`src/rtl/dspi_pkg.sv`:
```
package dspi_pkg;

  typedef enum logic [1:0] {
    ST_IDLE  = 2'd0,
    ST_SHIFT = 2'd1,
    ST_WAIT  = 2'd2,
    ST_GAP   = 2'd3
  } dspi_state_e;

  typedef struct packed {
    logic [7:0] data;
    logic       dual;
    logic       blank;
  } dspi_byte_t;

endpackage

```
`src/rtl/dspi_sck_gen.sv`:
```
module dspi_sck_gen #(
  parameter int DIV_W = 6
) (
  input  logic             clk,
  input  logic             rst,
  input  logic             start,
  input  logic             run,
  input  logic [DIV_W-1:0] div,
  output logic             sck,
  output logic             rise_evt,
  output logic             fall_evt
);

  logic [DIV_W-1:0] cnt;
  logic             half;
  logic             at_end;

  assign at_end   = (cnt == div);
  assign rise_evt = run && !half && at_end;
  assign fall_evt = run && half && at_end;

  always_ff @(posedge clk) begin
    if (rst || start) begin
      cnt  <= '0;
      half <= 1'b0;
      sck  <= 1'b0;
    end else if (run) begin
      if (at_end) begin
        cnt  <= '0;
        half <= ~half;
        sck  <= ~half;
      end else begin
        cnt <= cnt + 1'b1;
      end
    end
  end

  // Length of the current high phase, saturating.
  logic [DIV_W:0] hi_len;
  always_ff @(posedge clk) begin
    if (rst || !sck)
      hi_len <= '0;
    else if (hi_len != {(DIV_W+1){1'b1}})
      hi_len <= hi_len + 1'b1;
  end

  // every high phase lasts divisor+1 cycles
  a_r2_high_len: assert property (@(posedge clk) disable iff (rst)
    $fell(sck) |-> ($past(hi_len) == {1'b0, div}));

endmodule

```
`src/rtl/dspi_shift_eng.sv`:
```
module dspi_shift_eng
  import dspi_pkg::*;
(
  input  logic       clk,
  input  logic       rst,
  input  logic       load,
  input  dspi_byte_t ld_byte,
  input  logic       rise_evt,
  input  logic       fall_evt,
  input  logic       miso,
  output logic       mosi,
  output logic       mosi_aux,
  output logic       byte_done,
  output logic       rx_valid,
  output logic [7:0] rx_data
);

  logic [7:0] sh;
  logic [7:0] sh_nxt;
  logic [7:0] rx_sh;
  logic [7:0] ld_val;
  logic [2:0] bits;
  logic       dual_q;
  logic       last_bit;

  assign ld_val    = ld_byte.blank ? 8'h00 : ld_byte.data;
  assign last_bit  = dual_q ? (bits == 3'd3) : (bits == 3'd7);
  assign byte_done = fall_evt && last_bit;

  always_comb begin
    if (dual_q) sh_nxt = {sh[5:0], 2'b00};
    else        sh_nxt = {sh[6:0], 1'b0};
  end

  always_ff @(posedge clk) begin
    if (rst) begin
      sh       <= '0;
      rx_sh    <= '0;
      bits     <= '0;
      dual_q   <= 1'b0;
      mosi     <= 1'b0;
      mosi_aux <= 1'b0;
      rx_valid <= 1'b0;
      rx_data  <= '0;
    end else begin
      rx_valid <= 1'b0;
      if (load) begin
        sh       <= ld_val;
        bits     <= '0;
        dual_q   <= ld_byte.dual;
        mosi     <= ld_val[7];
        mosi_aux <= ld_byte.dual ? ld_val[6] : 1'b0;
      end else begin
        if (rise_evt)
          rx_sh <= {rx_sh[6:0], miso};
        if (fall_evt) begin
          if (last_bit) begin
            mosi     <= 1'b0;
            mosi_aux <= 1'b0;
            rx_valid <= !dual_q;
            rx_data  <= rx_sh;
          end else begin
            sh       <= sh_nxt;
            bits     <= bits + 1'b1;
            mosi     <= sh_nxt[7];
            mosi_aux <= dual_q ? sh_nxt[6] : 1'b0;
          end
        end
      end
    end
  end

endmodule

```
`src/rtl/dspi_cs_ctl.sv`:
```
module dspi_cs_ctl #(
  parameter int NUM_CS = 3,
  parameter int SEL_W  = 2
) (
  input  logic              clk,
  input  logic              rst,
  input  logic              set,
  input  logic              clr,
  input  logic [SEL_W-1:0]  sel,
  input  logic [NUM_CS-1:0] pol_hi,
  output logic [NUM_CS-1:0] cs_line,
  output logic [NUM_CS-1:0] cs_act
);

  logic             on_q, on_n;
  logic [SEL_W-1:0] idx_q, idx_n;

  always_comb begin
    on_n  = on_q;
    idx_n = idx_q;
    if (set) begin
      on_n  = 1'b1;
      idx_n = sel;
    end else if (clr) begin
      on_n = 1'b0;
    end
  end

  always_ff @(posedge clk) begin
    if (rst) begin
      on_q  <= 1'b0;
      idx_q <= '0;
    end else begin
      on_q  <= on_n;
      idx_q <= idx_n;
    end
  end

  for (genvar i = 0; i < NUM_CS; i++) begin : g_line
    logic act_n;
    assign act_n = on_n && (idx_n == SEL_W'(i));
    always_ff @(posedge clk) begin
      if (rst) begin
        cs_act[i]  <= 1'b0;
        cs_line[i] <= ~pol_hi[i];
      end else begin
        cs_act[i]  <= act_n;
        cs_line[i] <= act_n ^ ~pol_hi[i];
      end
    end
  end

endmodule

```
`src/rtl/dspi_master.sv`:
```
module dspi_master
  import dspi_pkg::*;
#(
  parameter int NUM_CS  = 3,
  parameter int DIV_W   = 6,
  parameter int GAP_CYC = 4,
  parameter int SEL_W   = 2
) (
  input  logic              clk,
  input  logic              rst,
  input  logic [DIV_W-1:0]  cfg_div,
  input  logic [SEL_W-1:0]  cs_sel,
  input  logic [NUM_CS-1:0] cs_pol_hi,
  input  logic              tx_valid,
  output logic              tx_ready,
  input  logic [7:0]        tx_data,
  input  logic              tx_dual,
  input  logic              tx_blank,
  input  logic              tx_last,
  input  logic              tx_hold,
  output logic              rx_valid,
  output logic [7:0]        rx_data,
  output logic              sck,
  output logic              mosi,
  output logic              mosi_aux,
  input  logic              miso,
  output logic [NUM_CS-1:0] cs_line,
  output logic              busy
);

  localparam int GAP_W = $clog2(GAP_CYC + 1);

  dspi_state_e       st;
  logic [DIV_W-1:0]  div_q;
  logic [DIV_W-1:0]  div_eff;
  logic [GAP_W-1:0]  gap_cnt;
  logic              last_q, hold_q, newx_q;
  logic              accept, start_xfer, cs_set, release_cs;
  logic              byte_done, rise_evt, fall_evt;
  logic [NUM_CS-1:0] cs_act;
  dspi_byte_t        in_byte;

  assign tx_ready   = (st == ST_IDLE) || (st == ST_WAIT);
  assign accept     = tx_valid && tx_ready;
  assign cs_set     = accept && (st == ST_IDLE);
  assign start_xfer = accept && ((st == ST_IDLE) || newx_q);
  assign release_cs = byte_done && last_q && !hold_q;
  assign div_eff    = (cfg_div == '0) ? DIV_W'(1) : cfg_div;
  assign in_byte    = '{data: tx_data, dual: tx_dual, blank: tx_blank};

  always_ff @(posedge clk) begin
    if (rst) begin
      st      <= ST_IDLE;
      div_q   <= DIV_W'(1);
      gap_cnt <= '0;
      last_q  <= 1'b0;
      hold_q  <= 1'b0;
      newx_q  <= 1'b0;
      busy    <= 1'b0;
    end else begin
      if (start_xfer)
        div_q <= div_eff;
      case (st)
        ST_IDLE, ST_WAIT: begin
          if (accept) begin
            st     <= ST_SHIFT;
            last_q <= tx_last;
            hold_q <= tx_hold;
            newx_q <= 1'b0;
            busy   <= 1'b1;
          end
        end
        ST_SHIFT: begin
          if (byte_done) begin
            if (release_cs) begin
              st      <= ST_GAP;
              gap_cnt <= '0;
              busy    <= 1'b0;
            end else begin
              st     <= ST_WAIT;
              newx_q <= last_q;
            end
          end
        end
        default: begin
          if (gap_cnt == GAP_W'(GAP_CYC - 1))
            st <= ST_IDLE;
          else
            gap_cnt <= gap_cnt + 1'b1;
        end
      endcase
    end
  end

  dspi_sck_gen #(.DIV_W(DIV_W)) u_sck (
    .clk      (clk),
    .rst      (rst),
    .start    (accept),
    .run      (st == ST_SHIFT),
    .div      (div_q),
    .sck      (sck),
    .rise_evt (rise_evt),
    .fall_evt (fall_evt)
  );

  dspi_shift_eng u_shift (
    .clk       (clk),
    .rst       (rst),
    .load      (accept),
    .ld_byte   (in_byte),
    .rise_evt  (rise_evt),
    .fall_evt  (fall_evt),
    .miso      (miso),
    .mosi      (mosi),
    .mosi_aux  (mosi_aux),
    .byte_done (byte_done),
    .rx_valid  (rx_valid),
    .rx_data   (rx_data)
  );

  dspi_cs_ctl #(.NUM_CS(NUM_CS), .SEL_W(SEL_W)) u_cs (
    .clk     (clk),
    .rst     (rst),
    .set     (cs_set),
    .clr     (release_cs),
    .sel     (cs_sel),
    .pol_hi  (cs_pol_hi),
    .cs_line (cs_line),
    .cs_act  (cs_act)
  );

  // no clock activity while idle
  a_r2_idle_sck_low: assert property (@(posedge clk) disable iff (rst)
    (st == ST_IDLE) |-> !sck);

  // data lines hold still through a high phase
  a_r3_data_stable_high: assert property (@(posedge clk) disable iff (rst)
    (sck && $past(sck)) |-> ($stable(mosi) && $stable(mosi_aux)));

  // busy mirrors the asserted select
  a_r10_busy_tracks_cs: assert property (@(posedge clk) disable iff (rst)
    busy == (|cs_act));

  // no byte is taken right after a release
  a_r9_gap_blocks_ready: assert property (@(posedge clk) disable iff (rst)
    $fell(busy) |-> !tx_ready);

endmodule

```
`config.mk`:
```
export PLATFORM = sky130hd
export DESIGN_NAME = dspi_master
export DESIGN_NICKNAME = d
export VERILOG_FILES = /design/src/rtl/dspi_pkg.sv /design/src/rtl/dspi_sck_gen.sv /design/src/rtl/dspi_shift_eng.sv /design/src/rtl/dspi_cs_ctl.sv /design/src/rtl/dspi_master.sv
export SDC_FILE = /design/constraint.sdc
export NUM_CORES = 1
export LEC_CHECK = 0
export ABC_AREA = 1
export BUFFER_PORTS_ARGS = -buffer_cell sky130_fd_sc_hd__buf_2
export CORE_ASPECT_RATIO = 1.5
export CORE_MARGIN = 5
export CORE_UTILIZATION = 42
export CTS_CLUSTER_DIAMETER = 40
export CTS_CLUSTER_SIZE = 16
export DETAILED_ROUTE_END_ITERATION = 8
export MAX_ROUTING_LAYER = met4
export PLACE_DENSITY = 0.6
export SYNTH_ARGS = -nofsm -noshare
export SYNTH_HDL_FRONTEND = slang
export SYNTH_HIERARCHICAL = 1
export SYNTH_SLANG_ARGS = --single-unit
```
`constraint.sdc`:
```
create_clock -name clk -period 2.5 [get_ports clk]
set_input_delay 0.125 -clock clk [delete_from_list [all_inputs] [get_ports clk]]
set_output_delay 0.125 -clock clk [all_outputs]
set_load 0.02 [all_outputs]
```
# Yosys cells after proc, flatten, opt, wreduce, memory -nomap -nowiden
# Cells that the tools add are included.
# Widths: inputs -> output; s select.
[totals]
ff_bits = 58
output_inout_bits = 17
word_cells = 127
[classes]
bitwise_logic = 11
add_sub_neg = 3
n_reduce_logical = 38
n_eq_ne = 14
muxes = 39
[ops]
columns = ["cell", "n"]
rows = [
  ["$mux 1", 21],
  ["$mux 7", 3],
  ["$mux 8", 2],
  ["$logic_and 1x1->1", 13],
  ["$mux 6", 2],
  ["$reduce_and 4->1", 3],
  ["$ne 2x2->1 const B", 5],
  ["$reduce_and 2->1", 5],
  ["$mux 3", 3],
  ["$mux 2", 4],
  ["$not 1->1", 8],
  ["$add 3x1->3 const B", 2],
  ["$add 6x1->6 const B", 1],
  ["$eq 3x2->1 const B", 2],
  ["$eq 6x6->1", 1],
  ["$logic_not 6->1", 1],
  ["$pmux 3 s2", 1],
  ["$reduce_and 3->1", 2],
  ["$eq 2x1->1 const B", 2],
  ["$eq 2x2->1 const B", 2],
  ["$logic_not 2->1", 2],
  ["$pmux 1 s2", 2],
  ["$pmux 2 s2", 1],
  ["$reduce_bool 2->1", 2],
  ["other kinds (8)", 15],
]

# Longest topological paths before layout
[depth]
depth_word = 11
depth_mapped = 18
ltp_nobuf = 18

# Cells and area by module
# Netlist, hierarchy kept.
[by_module_without_submodules]
columns = ["mod", "area_per_inst_um2", "n_inst", "cells_per_inst"]
rows = [
  ["dspi_shift_eng", 1521.5, 1, 200],
  ["dspi_master", 715.7, 1, 94],
  ["dspi_sck_gen", 526.8, 1, 84],
  ["dspi_cs_ctl", 389.1, 1, 51],
]

# Least setup slack after synthesis
# OpenSTA, ideal clock, no wires.
[synth_timing]
path_kind = "reg-to-reg"
from = "register st[0]"
to = "register u_cs.cs_line[2]"
period_less_slack_ns = 2.023
path_stages_with_launch = 18
slack_ns = 0.477
arrival_ns = 1.906
path_buffers = 0
required_ns = 2.383
path_cell_list = "dfxtp_1 -> inv_2 -> nor2_4 -> nand2_1 -> inv_1 -> nand4_1 -> inv_1 -> nand2_2 -> inv_1 -> nand2_1 -> nor2_1 -> inv_1 -> nand2_1 -> nand2_1 -> nand2_4 -> nor2_4 -> nor2_1 -> nor2_1"
[synth_via]
word_cells_on_any_way = 18
[synth_rtl]
columns = ["element", "line", "rtl"]
rows = [
  ["start, declared", "dspi_master.sv:33", "dspi_state_e st;"],
  ["start signal, assigned", "dspi_master.sv:53", "st <= ST_IDLE;"],
  ["start signal, assigned", "dspi_master.sv:66", "st <= ST_SHIFT;"],
  ["start signal, assigned", "dspi_master.sv:76", "st <= ST_GAP;"],
  ["$eq 2x2->1 or $logic_not 2->1 (tied branches)", "dspi_master.sv:43", "assign tx_ready = (st == ST_IDLE) || (st == ST_WAIT);"],
  ["$logic_or 1x1->1 (*)", "dspi_master.sv:43", ""],
  ["named net tx_ready", "dspi_master.sv:15", "output logic tx_ready,"],
  ["$logic_and 1x1->1 (*)", "dspi_master.sv:44", "assign accept = tx_valid && tx_ready;"],
  ["$logic_and 1x1->1 (*)", "dspi_master.sv:45", "assign cs_set = accept && (st == ST_IDLE);"],
  ["$mux 2", "dspi_cs_ctl.sv:21", "if (set) begin"],
  ["$eq 2x2->1", "dspi_cs_ctl.sv:41", "assign act_n = on_n && (idx_n == SEL_W'(i));"],
  ["$logic_and 1x1->1 (*)", "dspi_cs_ctl.sv:41", ""],
  ["$xor 1x1->1 (*)", "dspi_cs_ctl.sv:48", "cs_line[i] <= act_n ^ ~pol_hi[i];"],
  ["$mux 1 (*)", "dspi_cs_ctl.sv:43", "if (rst) begin"],
  ["end signal, assigned by index", "dspi_cs_ctl.sv:45", "cs_line[i] <= ~pol_hi[i];"],
  ["end signal, assigned by index", "dspi_cs_ctl.sv:48", ""],
  ["end, declared", "dspi_cs_ctl.sv:11", "output logic [NUM_CS-1:0] cs_line,"],
]
# Mark *: on every way through the listed nets, which the timed path passes. The rest lies on a longest branch.
# A chain may end at the register's enable or synchronous reset.

# Worst setup path in the final report
[layout_timing]
from = "register st[0]"
to = "register u_cs.cs_line[2]"
[layout_via]
elab_chain_len = 11
word_cells_on_any_way = 18
[layout_lines]
columns = ["element", "line", "rtl"]
rows = [
  ["$eq 2x1->1", "dspi_master.sv:99", ".run (st == ST_SHIFT),"],
  ["$logic_and 1x1->1 (2 in a row)", "dspi_sck_gen.sv:20", "assign fall_evt = run && half && at_end;"],
  ["named net fall_evt", "dspi_master.sv:39", "logic byte_done, rise_evt, fall_evt;"],
  ["$logic_and 1x1->1", "dspi_shift_eng.sv:28", "assign byte_done = fall_evt && last_bit;"],
  ["named net byte_done", "dspi_master.sv:39", ""],
  ["$logic_and 1x1->1 (2 in a row)", "dspi_master.sv:47", "assign release_cs = byte_done && last_q && !hold_q;"],
  ["named net release_cs", "dspi_master.sv:38", "logic accept, start_xfer, cs_set, release_cs;"],
  ["$mux 1", "dspi_cs_ctl.sv:24", "end else if (clr) begin"],
  ["$mux 1", "dspi_cs_ctl.sv:21", ""],
  ["$logic_and 1x1->1", "dspi_cs_ctl.sv:41", ""],
  ["$xor 1x1->1", "dspi_cs_ctl.sv:48", ""],
  ["$mux 1", "dspi_cs_ctl.sv:43", ""],
]
# The timed path passes the listed nets, and every way through them passes these cells.

==> impl_metrics.toml <==
[status]
status = "finished, final reports clean"

[placed_design]
port_buffers = 43
dp_hpwl_um = 4590
gp_congestion = 0.806
dp.cells = 559

[floorplanning]
die_w_um = 80.0
initial_core_util = 0.427
core_area_um2 = 7230
dieHeight_um = 115
num_io_pins = 44
die_area_um2 = 9210
num_rows = 38

[global_routing]
grt_max_degree = 26
antenna_found_initial = 0
grt_pass1_vias = 2448
track_usage = 0.149
grt_overflow = 0
grt_first_pass_wirelength_um = 10500

[worst_setup_path]
critPathSlowestCell = "dfxtp_1"
path_cells = "inv_2 -> nor2_4 -> nand2_1 -> inv_1 -> nand4_1 -> inv_2 -> nand2_2 -> inv_1 -> nand2_1 -> nor2_1 -> inv_1 -> nand2_1 -> nand2_1 -> nand2_4 -> nor2_4 -> nor2_1 -> nor2_1"
slowest_delay_ps = 410
r2r_setup_slack_ps = 380
path_buf_inv = 5
crit_fanout = 6
critPathTopFamily = "simple AND/OR/NAND/NOR gates"
cp.arrival_ps = 2350
crit_path_end_kind = "flop"
cp-startpoint = "st[0]$_SDFFE_PP0P_"
crit_type = "flop to flop"
required_ps = 2730
cp-start-kind = "flop"
crit_top_cell = "nand2_1"
r2r-start = "st[0]$_SDFFE_PP0P_"

[cells_and_area]
seqCellArea_um2 = 1160
fillCellCount = 773
antenna_cells = 0
stdcell_count = 575
nets = 501
area_delta_synth_final_pct = 14.7
post-route-util = 0.490
drive_gt1_frac = 0.286
multi_input_area_um2 = 1570

[cts]
cts_tree = "yes"
insertion_delay_ps = 340
numCtsBuffers = 9
root_buffer = "clkbuf_8"
clock-sinks = 58
cts_setup_buffers = 0
h-tree-depth = 3
ctsLongestPathBuffers = 2
clkTransAtPathRegs_ps = 70

[route]
routed-wl-met2_um = 2890
wl_met1_um = 2670
detail_route.wl_per_cell_um = 10.3
vias_per_cell = 4.53
drt-total-wl_um = 5900
wl_met3_um = 242
drt.antenna.violating_nets = 0
drt_iter0_drc = 127
drt-pass1-iter-count = 4
num_vias = 2606
highest_layer = "met4"
drc_errors = 0

[power_and_ir_drop]
vdd_drop_max_mv = 0.410
powerDensity_nw_per_um2 = 604
p_leak_nw = 1.66
total_power_mw = 2.14

[timing]
fmax_mhz = 473
tightest_slew_ps = 739
whs_ps = 26.6
rsz0062_at_grt = "false"
finalClockSkew_ps = 7.96
maxSlewViolCount = 0
relSlewSlack = 0.507
setup_viol = 0
tns_ps = 0
fin_crit_sh = 0.846
min_period_ps = 2120
hold_viol_final = 0

[synth]
ys_warn_count = 6
syn_area_um2 = 3090
synth.net_count = 456
netlist_instances = 425
avgSynthCellArea_um2 = 7.27

[worst_hold_path]
holdCritStartpoint = "cs_pol_hi[2]"
min_path_type = "input port to flop"

[job]
maxCapViolCount = 0
state kept, by name, summed over array words and instances, names as in the netlist:
name / flops
u_shift/sh: 7
gap_cnt: 3
busy: 1
div_q: 6
u_cs/idx_q: 2
st: 2
u_shift/mosi_aux: 1
u_shift/mosi: 1
u_cs/cs_line: 3
u_cs/on_q: 1
last_q: 1
u_shift/rx_data: 8
newx_q: 1
u_shift/dual_q: 1
u_shift/bits: 3
hold_q: 1
u_sck/cnt: 6
u_shift/rx_valid: 1
u_sck/half: 1
u_shift/rx_sh: 8
layout by cell type (no fill, tap or decap), types with 2 or more instances in the layout:
master	count
nand2_1	93
dfxtp_1	58
nor2_1	52
inv_1	48
buf_2	43
nand3_1	27
a21oi_1	19
nor2_2	19
o21ai_0	17
inv_2	14
clkbuf_8	11
nand2_4	9
a21oi_2	9
nand2_2	7
nor2_4	4
o211ai_1	4
ha_1	4
o21ai_1	4
clkinv_2	3
nand3_2	3
nor3_1	3
xor2_1	3
inv_4	2
nor3_2	2
buf_4	2
nand4_1	2
report_power, final:
part | leakage, nW | switching (mW) | internal (mW) | total [mW]
sequential | 0.474 | 0.0235 | 0.964 | 0.988
combinational | 1.09 | 0.179 | 0.101 | 0.280
clock | 0.105 | 0.365 | 0.509 | 0.874
metrics by stage:
stage | setup slack [ps] | area (um2)
global placement | 370 | 3340
finish | 384 | 3540
detailed placement | 314 | 3340
global route | 19.2 | 3540
CTS | 294 | 3540
floorplan | 481 | 3090
what timing repair did:
action                     in CTS  in global routing
resized for setup               0                  1
hold buffers                    0                  0
setup endpoints to repair       0                  2
layer usage:
metal  up-vias  GRT usage
li1       1420          -
met1      1136      0.167
met2        42      0.249
met3         8     0.0408
met4         0     0.0609
met5         -          -
worst register-to-register path: stages (launching register included):
cell and delay (ps):
dfxtp_1 410, inv_2 90, nor2_4 190, nand2_1 70, inv_1 50, nand4_1 130, inv_2 160, nand2_2 80
inv_1 80, nand2_1 50, nor2_1 190, inv_1 60, nand2_1 90, nand2_1 100, nand2_4 110, nor2_4 30
nor2_1 70, nor2_1 50
worst paths after layout:
| kind | cells past startpoint | to |
|---|---|---|
| setup / recovery | 17 | u_cs/cs_line[2]$_DFF_P_ |
| hold / removal | 3 | u_cs/cs_line[2]$_DFF_P_ |
| setup reg to reg | 17 | u_cs/cs_line[2]$_DFF_P_ |
| hold reg to reg | 2 | busy$_SDFFE_PP0P_ |
final cells by class:
class | instances | share of cell area
Clock buffer | 11 | 0.0427
Clock inverter | 5 | 0.0148
Inverter | 66 | 0.0727
Multi-Input combinational cell | 290 | 0.442
Sequential cell | 58 | 0.328
Tap cell | 100 | 0.0353
Timing Repair Buffer | 45 | 0.0650
Power figures use the tool's default switching activity.
